$ cat src/rtl/hwr_pkg.sv
// Package: shared types for the hit-word readout controller.
// Assumes: nothing beyond IEEE 1800-2017.
package hwr_pkg;

    // Phase of the readout sequencer.
    typedef enum logic [1:0] {
        SEQ_IDLE = 2'd0,   // no readout, readout clock held low
        SEQ_HIGH = 2'd1,   // readout clock high for one bit slot
        SEQ_LOW  = 2'd2,   // readout clock low for one bit slot
        SEQ_EMIT = 2'd3    // group complete, store word or wait for space
    } seq_state_t;

    // Width needed to count 0..n-1, at least 1.
    function automatic int cnt_width(input int n);
        return (n > 1) ? $clog2(n) : 1;
    endfunction

endpackage

$ cat src/rtl/hwr_sequencer.sv
// Module: hwr_sequencer
// Walks the chains in ascending order. For each chain it walks the groups,
// and for each group it produces GROUP_WIDTH+1 readout clock pulses.
// After the parity bit it spends one EMIT cycle, in which the group is
// stored and the counters advance. If the group holds a hit and the FIFO
// is full, it stays in EMIT until space frees up.
// Assumes: read_start is a single-cycle pulse. fast_clear has priority
// over every other input.
module hwr_sequencer
    import hwr_pkg::*;
#(
    parameter int NUM_STREAMS       = 4,
    parameter int GROUPS_PER_STREAM = 32,
    parameter int GROUP_WIDTH       = 8,
    parameter int HALF_PERIOD       = 2,
    localparam int BIT_W = cnt_width(GROUP_WIDTH + 1),
    localparam int GRP_W = cnt_width(GROUPS_PER_STREAM),
    localparam int STR_W = cnt_width(NUM_STREAMS),
    localparam int PH_W  = cnt_width(HALF_PERIOD)
) (
    input  logic             clk,
    input  logic             rst_n,
    input  logic             read_start,
    input  logic             fast_clear,
    input  logic             grp_hit,
    input  logic             fifo_full,
    output logic             busy,
    output logic             clk_high,
    output logic             sample_stb,
    output logic             emit,
    output logic [BIT_W-1:0] bit_idx,
    output logic [GRP_W-1:0] grp_idx,
    output logic [STR_W-1:0] str_idx
);

    seq_state_t      state;
    logic [PH_W-1:0] ph_cnt;
    logic            ph_last;
    logic            last_bit;
    logic            last_grp;
    logic            last_str;
    logic            may_leave;

    assign ph_last   = (ph_cnt == PH_W'(HALF_PERIOD - 1));
    assign last_bit  = (bit_idx == BIT_W'(GROUP_WIDTH));
    assign last_grp  = (grp_idx == GRP_W'(GROUPS_PER_STREAM - 1));
    assign last_str  = (str_idx == STR_W'(NUM_STREAMS - 1));
    assign may_leave = !(grp_hit && fifo_full);

    // Decode the strobes that the datapath uses from the current phase.
    always_comb begin
        busy       = (state != SEQ_IDLE);
        clk_high   = (state == SEQ_HIGH);
        sample_stb = (state == SEQ_HIGH) && ph_last;
        emit       = (state == SEQ_EMIT) && grp_hit && !fifo_full;
    end

    // Advance the phase, bit, group and chain counters.
    always_ff @(posedge clk) begin
        if (!rst_n || fast_clear) begin
            state   <= SEQ_IDLE;
            ph_cnt  <= '0;
            bit_idx <= '0;
            grp_idx <= '0;
            str_idx <= '0;
        end else begin
            unique case (state)
                SEQ_IDLE: begin
                    if (read_start) begin
                        state   <= SEQ_HIGH;
                        ph_cnt  <= '0;
                        bit_idx <= '0;
                        grp_idx <= '0;
                        str_idx <= '0;
                    end
                end
                SEQ_HIGH: begin
                    if (ph_last) begin
                        ph_cnt <= '0;
                        state  <= SEQ_LOW;
                    end else begin
                        ph_cnt <= ph_cnt + 1'b1;
                    end
                end
                SEQ_LOW: begin
                    if (ph_last) begin
                        ph_cnt <= '0;
                        if (last_bit) begin
                            state <= SEQ_EMIT;
                        end else begin
                            bit_idx <= bit_idx + 1'b1;
                            state   <= SEQ_HIGH;
                        end
                    end else begin
                        ph_cnt <= ph_cnt + 1'b1;
                    end
                end
                SEQ_EMIT: begin
                    if (may_leave) begin
                        bit_idx <= '0;
                        if (last_grp) begin
                            grp_idx <= '0;
                            if (last_str) begin
                                state <= SEQ_IDLE;
                            end else begin
                                str_idx <= str_idx + 1'b1;
                                state   <= SEQ_HIGH;
                            end
                        end else begin
                            grp_idx <= grp_idx + 1'b1;
                            state   <= SEQ_HIGH;
                        end
                    end
                end
                default: state <= SEQ_IDLE;
            endcase
        end
    end

endmodule

$ cat src/rtl/hwr_group_deser.sv
// Module: hwr_group_deser
// Collects the GROUP_WIDTH wire bits and the parity bit of one group.
// Each sample goes into the slot that the bit index selects, so no
// clearing is needed between groups. Checks odd parity over all bits.
// Assumes: every bit of the group is sampled before the group is used.
module hwr_group_deser
    import hwr_pkg::*;
#(
    parameter int GROUP_WIDTH = 8,
    localparam int BIT_W = cnt_width(GROUP_WIDTH + 1)
) (
    input  logic                   clk,
    input  logic                   rst_n,
    input  logic                   sample_stb,
    input  logic [BIT_W-1:0]       bit_idx,
    input  logic                   ser_in,
    output logic [GROUP_WIDTH-1:0] pattern,
    output logic                   par_err,
    output logic                   hit
);

    logic par_bit;

    // Store each sampled wire bit in its slot.
    always_ff @(posedge clk) begin
        if (!rst_n) begin
            pattern <= '0;
        end else begin
            for (int i = 0; i < GROUP_WIDTH; i++) begin
                if (sample_stb && (bit_idx == BIT_W'(i))) begin
                    pattern[i] <= ser_in;
                end
            end
        end
    end

    // Store the trailing parity bit.
    always_ff @(posedge clk) begin
        if (!rst_n) begin
            par_bit <= 1'b1;
        end else if (sample_stb && (bit_idx == BIT_W'(GROUP_WIDTH))) begin
            par_bit <= ser_in;
        end
    end

    // Odd parity over the whole group and detection of any hit.
    always_comb begin
        par_err = ~(^{pattern, par_bit});
        hit     = |pattern;
    end

endmodule

$ cat src/rtl/hwr_word_fifo.sv
// Module: hwr_word_fifo
// Circular-buffer FIFO with a first-word-fall-through output and a
// synchronous flush.
// Assumes: the writer never pushes while full.
module hwr_word_fifo
    import hwr_pkg::*;
#(
    parameter int WIDTH = 16,
    parameter int DEPTH = 16,
    localparam int PTR_W = cnt_width(DEPTH),
    localparam int CNT_W = $clog2(DEPTH + 1)
) (
    input  logic             clk,
    input  logic             rst_n,
    input  logic             flush,
    input  logic             push,
    input  logic [WIDTH-1:0] din,
    input  logic             pop_ready,
    output logic             out_valid,
    output logic [WIDTH-1:0] dout,
    output logic             full
);

    logic [WIDTH-1:0] mem [DEPTH];
    logic [PTR_W-1:0] wr_ptr;
    logic [PTR_W-1:0] rd_ptr;
    logic [CNT_W-1:0] count;
    logic             pop;

    assign out_valid = (count != '0);
    assign full      = (count == CNT_W'(DEPTH));
    assign pop       = out_valid && pop_ready;
    assign dout      = mem[rd_ptr];

    // Next position of a pointer, wrapping at DEPTH.
    function automatic logic [PTR_W-1:0] bump(input logic [PTR_W-1:0] p);
        return (p == PTR_W'(DEPTH - 1)) ? '0 : p + 1'b1;
    endfunction

    // Write storage. It has no reset, because the count guards every read.
    always_ff @(posedge clk) begin
        if (push) begin
            mem[wr_ptr] <= din;
        end
    end

    // Maintain the pointers and the fill count.
    always_ff @(posedge clk) begin
        if (!rst_n || flush) begin
            wr_ptr <= '0;
            rd_ptr <= '0;
            count  <= '0;
        end else begin
            if (push) wr_ptr <= bump(wr_ptr);
            if (pop)  rd_ptr <= bump(rd_ptr);
            unique case ({push, pop})
                2'b10:   count <= count + 1'b1;
                2'b01:   count <= count - 1'b1;
                default: count <= count;
            endcase
        end
    end

endmodule

$ cat src/rtl/hwr_trig_pulse.sv
// Module: hwr_trig_pulse
// Stretches a single-cycle kick into a pulse of exactly TRIG_CYCLES
// cycles. The pulse starts on the cycle after the kick.
// Assumes: kicks are further apart than TRIG_CYCLES.
module hwr_trig_pulse #(
    parameter int TRIG_CYCLES = 4,
    localparam int TC_W = $clog2(TRIG_CYCLES + 1)
) (
    input  logic clk,
    input  logic rst_n,
    input  logic clear,
    input  logic kick,
    output logic pulse
);

    logic [TC_W-1:0] remain;

    assign pulse = (remain != '0);

    // Load the pulse length on a kick, then count down to zero.
    always_ff @(posedge clk) begin
        if (!rst_n || clear) begin
            remain <= '0;
        end else if (kick) begin
            remain <= TC_W'(TRIG_CYCLES);
        end else if (remain != '0) begin
            remain <= remain - 1'b1;
        end
    end

endmodule

$ cat src/rtl/hwr_readout.sv
// Module: hwr_readout (top)
// Zero-suppressing readout of NUM_STREAMS serial chains of latched wire
// bits. It gates one readout clock per chain and deserializes groups of
// GROUP_WIDTH wires plus one parity bit. Empty groups are dropped. Each
// kept group becomes {parity error, block address, pattern}, goes into a
// FIFO and fires one trigger pulse.
// Assumes: the front end changes ro_data only after a falling edge of its
// ro_clk bit. GROUPS_PER_STREAM >= 2.
module hwr_readout
    import hwr_pkg::*;
#(
    parameter int NUM_STREAMS       = 4,
    parameter int GROUPS_PER_STREAM = 32,
    parameter int GROUP_WIDTH       = 8,
    parameter int HALF_PERIOD       = 2,
    parameter int TRIG_CYCLES       = 4,
    parameter int FIFO_DEPTH        = 16,
    localparam int ADDR_W = $clog2(NUM_STREAMS * GROUPS_PER_STREAM),
    localparam int WORD_W = 1 + ADDR_W + GROUP_WIDTH
) (
    input  logic                   clk,
    input  logic                   rst_n,
    input  logic                   read_start,
    input  logic                   fast_clear,
    output logic [NUM_STREAMS-1:0] ro_clk,
    input  logic [NUM_STREAMS-1:0] ro_data,
    output logic                   busy,
    output logic                   trig_out,
    output logic                   word_valid,
    input  logic                   word_ready,
    output logic [WORD_W-1:0]      word_data
);

    localparam int BIT_W = cnt_width(GROUP_WIDTH + 1);
    localparam int GRP_W = cnt_width(GROUPS_PER_STREAM);
    localparam int STR_W = cnt_width(NUM_STREAMS);

    logic                   clk_high;
    logic                   sample_stb;
    logic                   emit;
    logic [BIT_W-1:0]       bit_idx;
    logic [GRP_W-1:0]       grp_idx;
    logic [STR_W-1:0]       str_idx;
    logic                   ser_bit;
    logic [GROUP_WIDTH-1:0] pattern;
    logic                   par_err;
    logic                   grp_hit;
    logic                   fifo_full;
    logic [ADDR_W-1:0]      blk_addr;
    logic [WORD_W-1:0]      new_word;

    hwr_sequencer #(
        .NUM_STREAMS       (NUM_STREAMS),
        .GROUPS_PER_STREAM (GROUPS_PER_STREAM),
        .GROUP_WIDTH       (GROUP_WIDTH),
        .HALF_PERIOD       (HALF_PERIOD)
    ) u_seq (
        .clk        (clk),
        .rst_n      (rst_n),
        .read_start (read_start),
        .fast_clear (fast_clear),
        .grp_hit    (grp_hit),
        .fifo_full  (fifo_full),
        .busy       (busy),
        .clk_high   (clk_high),
        .sample_stb (sample_stb),
        .emit       (emit),
        .bit_idx    (bit_idx),
        .grp_idx    (grp_idx),
        .str_idx    (str_idx)
    );

    // Route the gated clock only to the chain being read.
    for (genvar s = 0; s < NUM_STREAMS; s++) begin : g_clk
        assign ro_clk[s] = clk_high && (str_idx == STR_W'(s));
    end

    // Select the serial input of the chain being read.
    assign ser_bit = ro_data[str_idx];

    hwr_group_deser #(
        .GROUP_WIDTH (GROUP_WIDTH)
    ) u_deser (
        .clk        (clk),
        .rst_n      (rst_n),
        .sample_stb (sample_stb),
        .bit_idx    (bit_idx),
        .ser_in     (ser_bit),
        .pattern    (pattern),
        .par_err    (par_err),
        .hit        (grp_hit)
    );

    // Global block address and the packed output word.
    always_comb begin
        blk_addr = ADDR_W'(str_idx) * ADDR_W'(GROUPS_PER_STREAM)
                 + ADDR_W'(grp_idx);
        new_word = {par_err, blk_addr, pattern};
    end

    hwr_word_fifo #(
        .WIDTH (WORD_W),
        .DEPTH (FIFO_DEPTH)
    ) u_fifo (
        .clk       (clk),
        .rst_n     (rst_n),
        .flush     (fast_clear),
        .push      (emit),
        .din       (new_word),
        .pop_ready (word_ready),
        .out_valid (word_valid),
        .dout      (word_data),
        .full      (fifo_full)
    );

    hwr_trig_pulse #(
        .TRIG_CYCLES (TRIG_CYCLES)
    ) u_trig (
        .clk   (clk),
        .rst_n (rst_n),
        .clear (fast_clear),
        .kick  (emit),
        .pulse (trig_out)
    );

endmodule

$ cat config.mk
export PLATFORM = sky130hd
export DESIGN_NAME = hwr_readout
export DESIGN_NICKNAME = d
export VERILOG_FILES = /design/src/rtl/hwr_pkg.sv /design/src/rtl/hwr_sequencer.sv /design/src/rtl/hwr_group_deser.sv /design/src/rtl/hwr_word_fifo.sv /design/src/rtl/hwr_trig_pulse.sv /design/src/rtl/hwr_readout.sv
export SDC_FILE = /design/constraint.sdc
export NUM_CORES = 1
export LEC_CHECK = 0
export ABC_CLOCK_PERIOD_IN_PS = 3600
export BUFFER_PORTS_ARGS = -buffer_cell sky130_fd_sc_hd__buf_4
export CORE_MARGIN = 5
export CORE_UTILIZATION = 35
export DETAILED_ROUTE_END_ITERATION = 8
export PLACE_DENSITY = 0.49
export SETUP_SLACK_MARGIN = 0.02
export SLEW_MARGIN = 20
export SYNTH_ARGS = -nofsm -noshare
export SYNTH_HDL_FRONTEND = slang
export SYNTH_SLANG_ARGS = --single-unit
$ cat constraint.sdc
create_clock -name clk -period 3.6 [get_ports clk]
set_clock_uncertainty 0.05 [all_clocks]
set_input_delay 0.72 -clock clk [delete_from_list [all_inputs] [get_ports clk]]
set_output_delay 0.72 -clock clk [all_outputs]
set_load 0.05 [all_outputs]
* Yosys cells after proc, flatten, opt, wreduce, memory -nomap -nowiden *
Memories as Yosys holds them, arrays and structs flattened. A register that Yosys moved wholly into a read port is not among the register bits.
Index checks and enable logic that the tools add are counted.

operators by class
  equality and inequality tests = 27
  bitwise logic cells = 1
  add/sub/neg operators = 10
  muxes and demuxes = 36
  $lt $le $gt $ge = 1
  reductions and logical operators = 41

operators by type and width
  cell                   count
  $mux W4                8
  $pmux W5 S2            2
  $logic_and A1 B1 Y1    18
  $mux W2                9
  $eq A4 B3 Y1 const B   4
  $mux W5                3
  $add A4 B1 Y4 const B  3
  $eq A4 B4 Y1 const B   3
  $pmux W4 S3            1
  $add A5 B1 Y5 const B  2
  $eq A2 B2 Y1 const B   5
  $eq A5 B5 Y1 const B   2
  $reduce_and A5 Y1      2
  $reduce_bool A2 Y1     5
  $reduce_xor A9 Y1      1
  $eq A4 B2 Y1 const B   2
  $ne A2 B2 Y1 const B   4
  $pmux W2 S4            1
  $reduce_or A8 Y1       1
  $add A7 B5 Y7          1
  $mux W1                7
  $eq A2 B1 Y1 const B   3
  $mux W3                2
  $ne A2 B1 Y1 const B   3
  other kinds (20)       24

word-level totals
  memory bits (writable) = 256
  memories = 1
  flip-flop bits (word level) = 39
  output and inout port bits = 23
  word-level logic and storage cells = 136
  bits of input ports = 9

memory list
  memory      depth  bits a word  read ports  clocked after memory_dff  write ports  line                 text
  u_fifo.mem  16     16           1           1                         1            hwr_word_fifo.sv:24  logic [WIDTH-1:0] mem [DEPTH];

* Longest topological paths before layout *
  word-level depth = 5
  depth in mapped cells = 13
  gate-level depth less buffers = 12

* Cells and area by module *
From an unflattened synthesis, not the netlist that was laid out.

second synthesis, totals
  cells, all modules = 706
  area total of the unflattened synthesis = 12374.4 µm²

by module, submodules not included
  module           area an instance (µm²)  times used  seq. area each (µm²)  cells each
  hwr_word_fifo    10696.5                 1           8027.7                514
  hwr_sequencer    915.9                   1           280.3                 106
  hwr_group_deser  523.0                   1           180.2                 61
  hwr_trig_pulse   181.4                   1           60.1                  20
  hwr_readout      57.6                    1           0.0                   5

* Worst setup path after synthesis *
OpenSTA, ideal clock, no wires.

  path type = register -> register
  from = register u_deser.pattern[5]
  to = register u_fifo.count[4]
  setup time = 0.070 ns
  path slack = 0.529 ns
  required time = 3.480 ns
  arrival = 2.951 ns
  clock period less this slack = 3.071 ns
  cell stages (with the launch flop) = 13
  buffers on the path = 1
  path through = dfxtp_1 -> nor4_4 -> a221oi_1 -> buf_2 -> inv_1 -> ha_1 -> xor2_1 -> ha_1 -> a211o_1 -> a21oi_1 -> a221oi_1 -> or3_1 -> a21oi_1

between the ends
  longest elaborated chain between the ends = 5
  elaborated cells on any way between the ends = 7
  classes of those cells = eq/ne: 2; mux: 1; reduce/logical: 4

RTL lines
  what                                                      line                   text
  start: declaration                                        hwr_group_deser.sv:17  output logic [GROUP_WIDTH-1:0] pattern,
  start signal: indexed assignment                          hwr_group_deser.sv:31  pattern[i] <= ser_in;
  $reduce_or A8 Y1 (*)                                      hwr_group_deser.sv:49  hit = |pattern;
  $logic_and A1 B1 Y1 (*) (2 in series)                     hwr_sequencer.sv:55    emit = (state == SEQ_EMIT) && grp_hit && !fifo_full;
  $eq A2 B1 Y1 / $eq A2 B2 Y1 (equally long branches)       hwr_word_fifo.sv:56    unique case ({push, pop})
  $pmux W5 S2 / $reduce_bool A2 Y1 (equally long branches)  n/a
  end signal: assignment                                    hwr_word_fifo.sv:57    2'b10: count <= count + 1'b1;
  end signal: assignment                                    hwr_word_fifo.sv:58    2'b01: count <= count - 1'b1;
  end signal: assignment                                    hwr_word_fifo.sv:59    default: count <= count;
  end: declaration                                          hwr_word_fifo.sv:27    logic [CNT_W-1:0] count;

Mark *: on every way between the ends. The rest lies on a longest branch, timed or not.
A chain may end at the register's enable or synchronous reset.

* Worst setup path in the final report *
  from = register u_fifo.count[2]
  to = register u_fifo.count[4]

between the ends
  longest elaborated chain between the ends = 5
  elaborated cells on any way between the ends = 11
  classes of those cells = add/sub: 2; eq/ne: 3; mux: 1; reduce/logical: 5

RTL lines
  what                                                      line                 text
  $eq A5 B5 Y1                                              hwr_word_fifo.sv:31  assign full = (count == CNT_W'(DEPTH));
  $logic_not A1 Y1                                          hwr_sequencer.sv:55
  $logic_and A1 B1 Y1                                       hwr_sequencer.sv:55
  $eq A2 B1 Y1 / $eq A2 B2 Y1 (equally long branches)       hwr_word_fifo.sv:56
  $pmux W5 S2 / $reduce_bool A2 Y1 (equally long branches)  n/a

Parallel ways exist; a longest one is shown, timed or not.

==> impl_metrics.py <==
metrics = {
    "run_status": {
        "outcome": "finished clean",
    },
    "synthesis": {
        "synth_flop_cell": "edfxtp_1",
        "syn_area_um2": 12200,
        "synth_edf_count": 256,
        "ys_ff_latch": 299,
        "seq_area_frac_synth_pct": 70.3,
        "synth_cell_type_count": 43,
        "async_reset_ff_share_pct": 0,
        "yosysWarnings": 0,
        "synth.net_count": 697,
        "synth_cells": 662,
        "avgSynthCellArea_um2": 18.4,
    },
    "worst_setup_path": {
        "worst-setup-path-type": "flop to flop",
        "cp.required_ps": 3970,
        "slowest_stage": "or4_1",
        "cp-end-kind": "flop",
        "crit_arrival_ps": 3780,
        "crit_family": "compound AO/OA/AOI/OAI gates",
        "slowest_delay_ps": 620,
        "crit_path_max_fanout": 8,
        "critPathLaunchType": "flop",
        "path_cells": "or4_1, o21ai_1, inv_1, ha_1, xor2_1, ha_1, a211o_1, a21oi_1, a221oi_1, or3_1, a21oi_1",
        "crit_buf_inv": 1,
    },
    "clock_tree": {
        "clockBufferDepth": 3,
        "post_cts_resized": 0,
        "insertion_delay_ps": 500,
        "clock_sinks": 299,
        "htreeDepth": 2,
        "ctsHoldBuffers": 0,
        "post_cts_buffers": 0,
        "clk_pin_slew_ps": 60,
        "numCtsBuffers": 34,
        "cts_tree": "done",
        "ctsRootBufferMaster": "clkbuf_16",
    },
    "grt": {
        "grt_pass1_vias": 6606,
        "grt_antenna_before_repair": 0,
        "grt_overflow": 0,
        "grt_pass1_wl_mm": 40.3,
        "globalRouteTotalUtil_pct": 13.6,
        "grt_max_degree": 65,
    },
    "min_path": {
        "hold_class": "primary input to flop",
    },
    "power_and_ir_drop": {
        "p_seq_share_pct": 52.0,
        "fin_total_pwr_mw": 7.13,
        "ir_drop_uv": 483,
        "p_switching_mw": 1.37,
        "p_leak_nw": 4.76,
        "internal-power_mw": 5.77,
        "pwr_density_cell_nw_per_um2": 498,
        "switching_share_pct": 19.1,
        "clkPwrFrac_pct": 47.2,
        "pwr-share-comb_pct": 0.9,
    },
    "detailed_routing": {
        "met2_length_mm": 13.4,
        "met1Wirelength_mm": 11.2,
        "remaining_drc_errors": 0,
        "drt_iter0_markers": 330,
        "route.vias.total": 6224,
        "routed_via_density": 5.11,
        "wl_per_cell_um": 21.5,
        "dr_wl_met3_mm": 1.09,
        "firstDrtPassIters": 4,
        "top_layer": "met4",
        "ant_nets": 0,
        "postRouteWirelength_mm": 26.2,
    },
    "run": {
        "max_cap_viol_count": 0,
    },
    "timing": {
        "worst_pin_slew_ps": 730,
        "setup_tns_ps": 0,
        "rsz0062_at_grt": "no",
        "final.period_utilization_pct": 94.6,
        "finalSetupViolCount": 0,
        "finalHoldViolations": 0,
        "slew_violations": 0,
        "slew_headroom_pct": 51.3,
        "min_period_ps": 3410,
        "holdWs_ps": 414,
        "max_freq_mhz": 294,
    },
    "floorplanning": {
        "die_x_um": 196,
        "dieArea_um2": 38500,
        "design.core.area_um2": 34400,
        "rows": 68,
        "die_h_um": 196,
        "pin_count": 32,
        "initial_core_util_pct": 35.4,
    },
    "layout": {
        "stdcell_area_um2": 14300,
        "mostFrequentLayoutCells": "256 x edfxtp_1, 81 x mux4_2, 65 x buf_4",
        "mostFrequentLayoutCell": "edfxtp_1",
        "multiInputGateArea_um2": 3460,
        "drive_gt1_share_pct": 28.8,
        "utilization_pct": 41.7,
        "regArea_um2": 8550,
        "diodes": 0,
        "fin_nets": 774,
        "fill_cells": 3060,
        "syn_to_final_growth_pct": 17.8,
    },
    "placement": {
        "portBuffers": 31,
        "place_congestion": 0.732,
        "hpwl_mm": 16.3,
        "place_area_um2": 13200,
    },
}
cell families after synthesis:
kind of cell    synth area share [%]
simple gates                    5.66
fa+ha+maj                       2.68
flops                           70.3
buf+inv                         1.58
mux                             15.9
compound gates                  2.81
xor+xnor                        1.01
synthesized netlist by cell type (2+ instances only):
cell / instances / area [um^2]
nor2_1: 34 / 128
ha_1: 26 / 325
o21ai_0: 7 / 35.0
buf_1: 4 / 15.0
a21boi_0: 2 / 15.0
nand4b_1: 2 / 17.5
or3_1: 4 / 25.0
edfxtp_1: 256 / 7690
nor3_1: 11 / 55.1
nand3_1: 10 / 50.1
nor4_1: 2 / 12.5
nand2_1: 29 / 109
clkbuf_1: 15 / 56.3
xnor2_1: 8 / 70.1
and2_1: 6 / 37.5
buf_2: 9 / 45.0
or4_1: 3 / 22.5
mux4_2: 81 / 1820
a221oi_1: 2 / 17.5
nand2b_1: 11 / 68.8
inv_1: 20 / 75.1
nor2b_1: 10 / 62.6
a311oi_1: 5 / 43.8
xor2_1: 6 / 52.6
dfxtp_1: 43 / 861
mux2i_1: 11 / 110
a21oi_1: 23 / 115
o21ai_1: 2 / 10.0
nor4_4: 2 / 42.5
nor3b_1: 3 / 22.5
and3_1: 3 / 18.8
power groups by stage:
stage | registers [mW] | clock network, mW | logic (mW)
final | 3.71 | 3.36 | 0.0624
after global routing | 3.71 | 3.61 | 0.0676
after CTS | 3.71 | 3.45 | 0.0620
after detailed placement | 3.78 | 0 | 0.0620
after global placement | 3.78 | 0 | 0.0602
after floorplan | 3.78 | 0 | 0.0423
stage by stage:
step | setup WS, ps | cells
2_1_floorplan | 529 | 662
3_3_place_gp | 454 | 1158
3_5_place_dp | 269 | 1158
4_1_cts | 133 | 1219
5_1_grt | 21.3 | 1219
6_report | 193 | 1219
per-layer routing:
| metal | vias up | track usage (%) |
|---|---|---|
| li1 | 2791 | - |
| met4 | 0 | 3.13 |
| met2 | 137 | 23.7 |
| met3 | 32 | 1.98 |
| met5 | - | 0 |
| met1 | 3264 | 18.3 |
path summary, 6_finish.rpt:
| check | from | end | slack [ps] | cells past startpoint |
|---|---|---|---|---|
| max | u_fifo.count[2] | u_fifo.count[4] | 190 | 11 |
| min reg2reg | u_fifo.rd_ptr[1] | flop | 460 | 2 |
| max reg2reg | u_fifo.count[2] | u_fifo.count[4] | 190 | 11 |
| min | rst_n | u_deser.par_bit | 410 | 2 |
final cells by class:
cell class                 instances  share of cell area (%)
sequential                       299                    59.7
timing repair buffer              69                    3.97
tap                              455                    3.98
clock inverter                    18                    1.44
multi-input combinational        315                    24.2
clock buffer                      43                    6.18
inverter                          20                   0.524
flip-flops by register name, summed over array words and instances, names as in the netlist, named ones only:
signal           count
u_trig.remain        3
u_seq.bit_idx        4
u_seq.grp_idx        5
u_fifo.count         5
u_seq.str_idx        2
u_deser.par_bit      1
u_deser.pattern      8
u_seq.state          2
u_seq.ph_cnt         1
u_fifo.wr_ptr        4
u_fifo.mem         256
u_fifo.rd_ptr        4
Power figures use the tool's default switching activity.
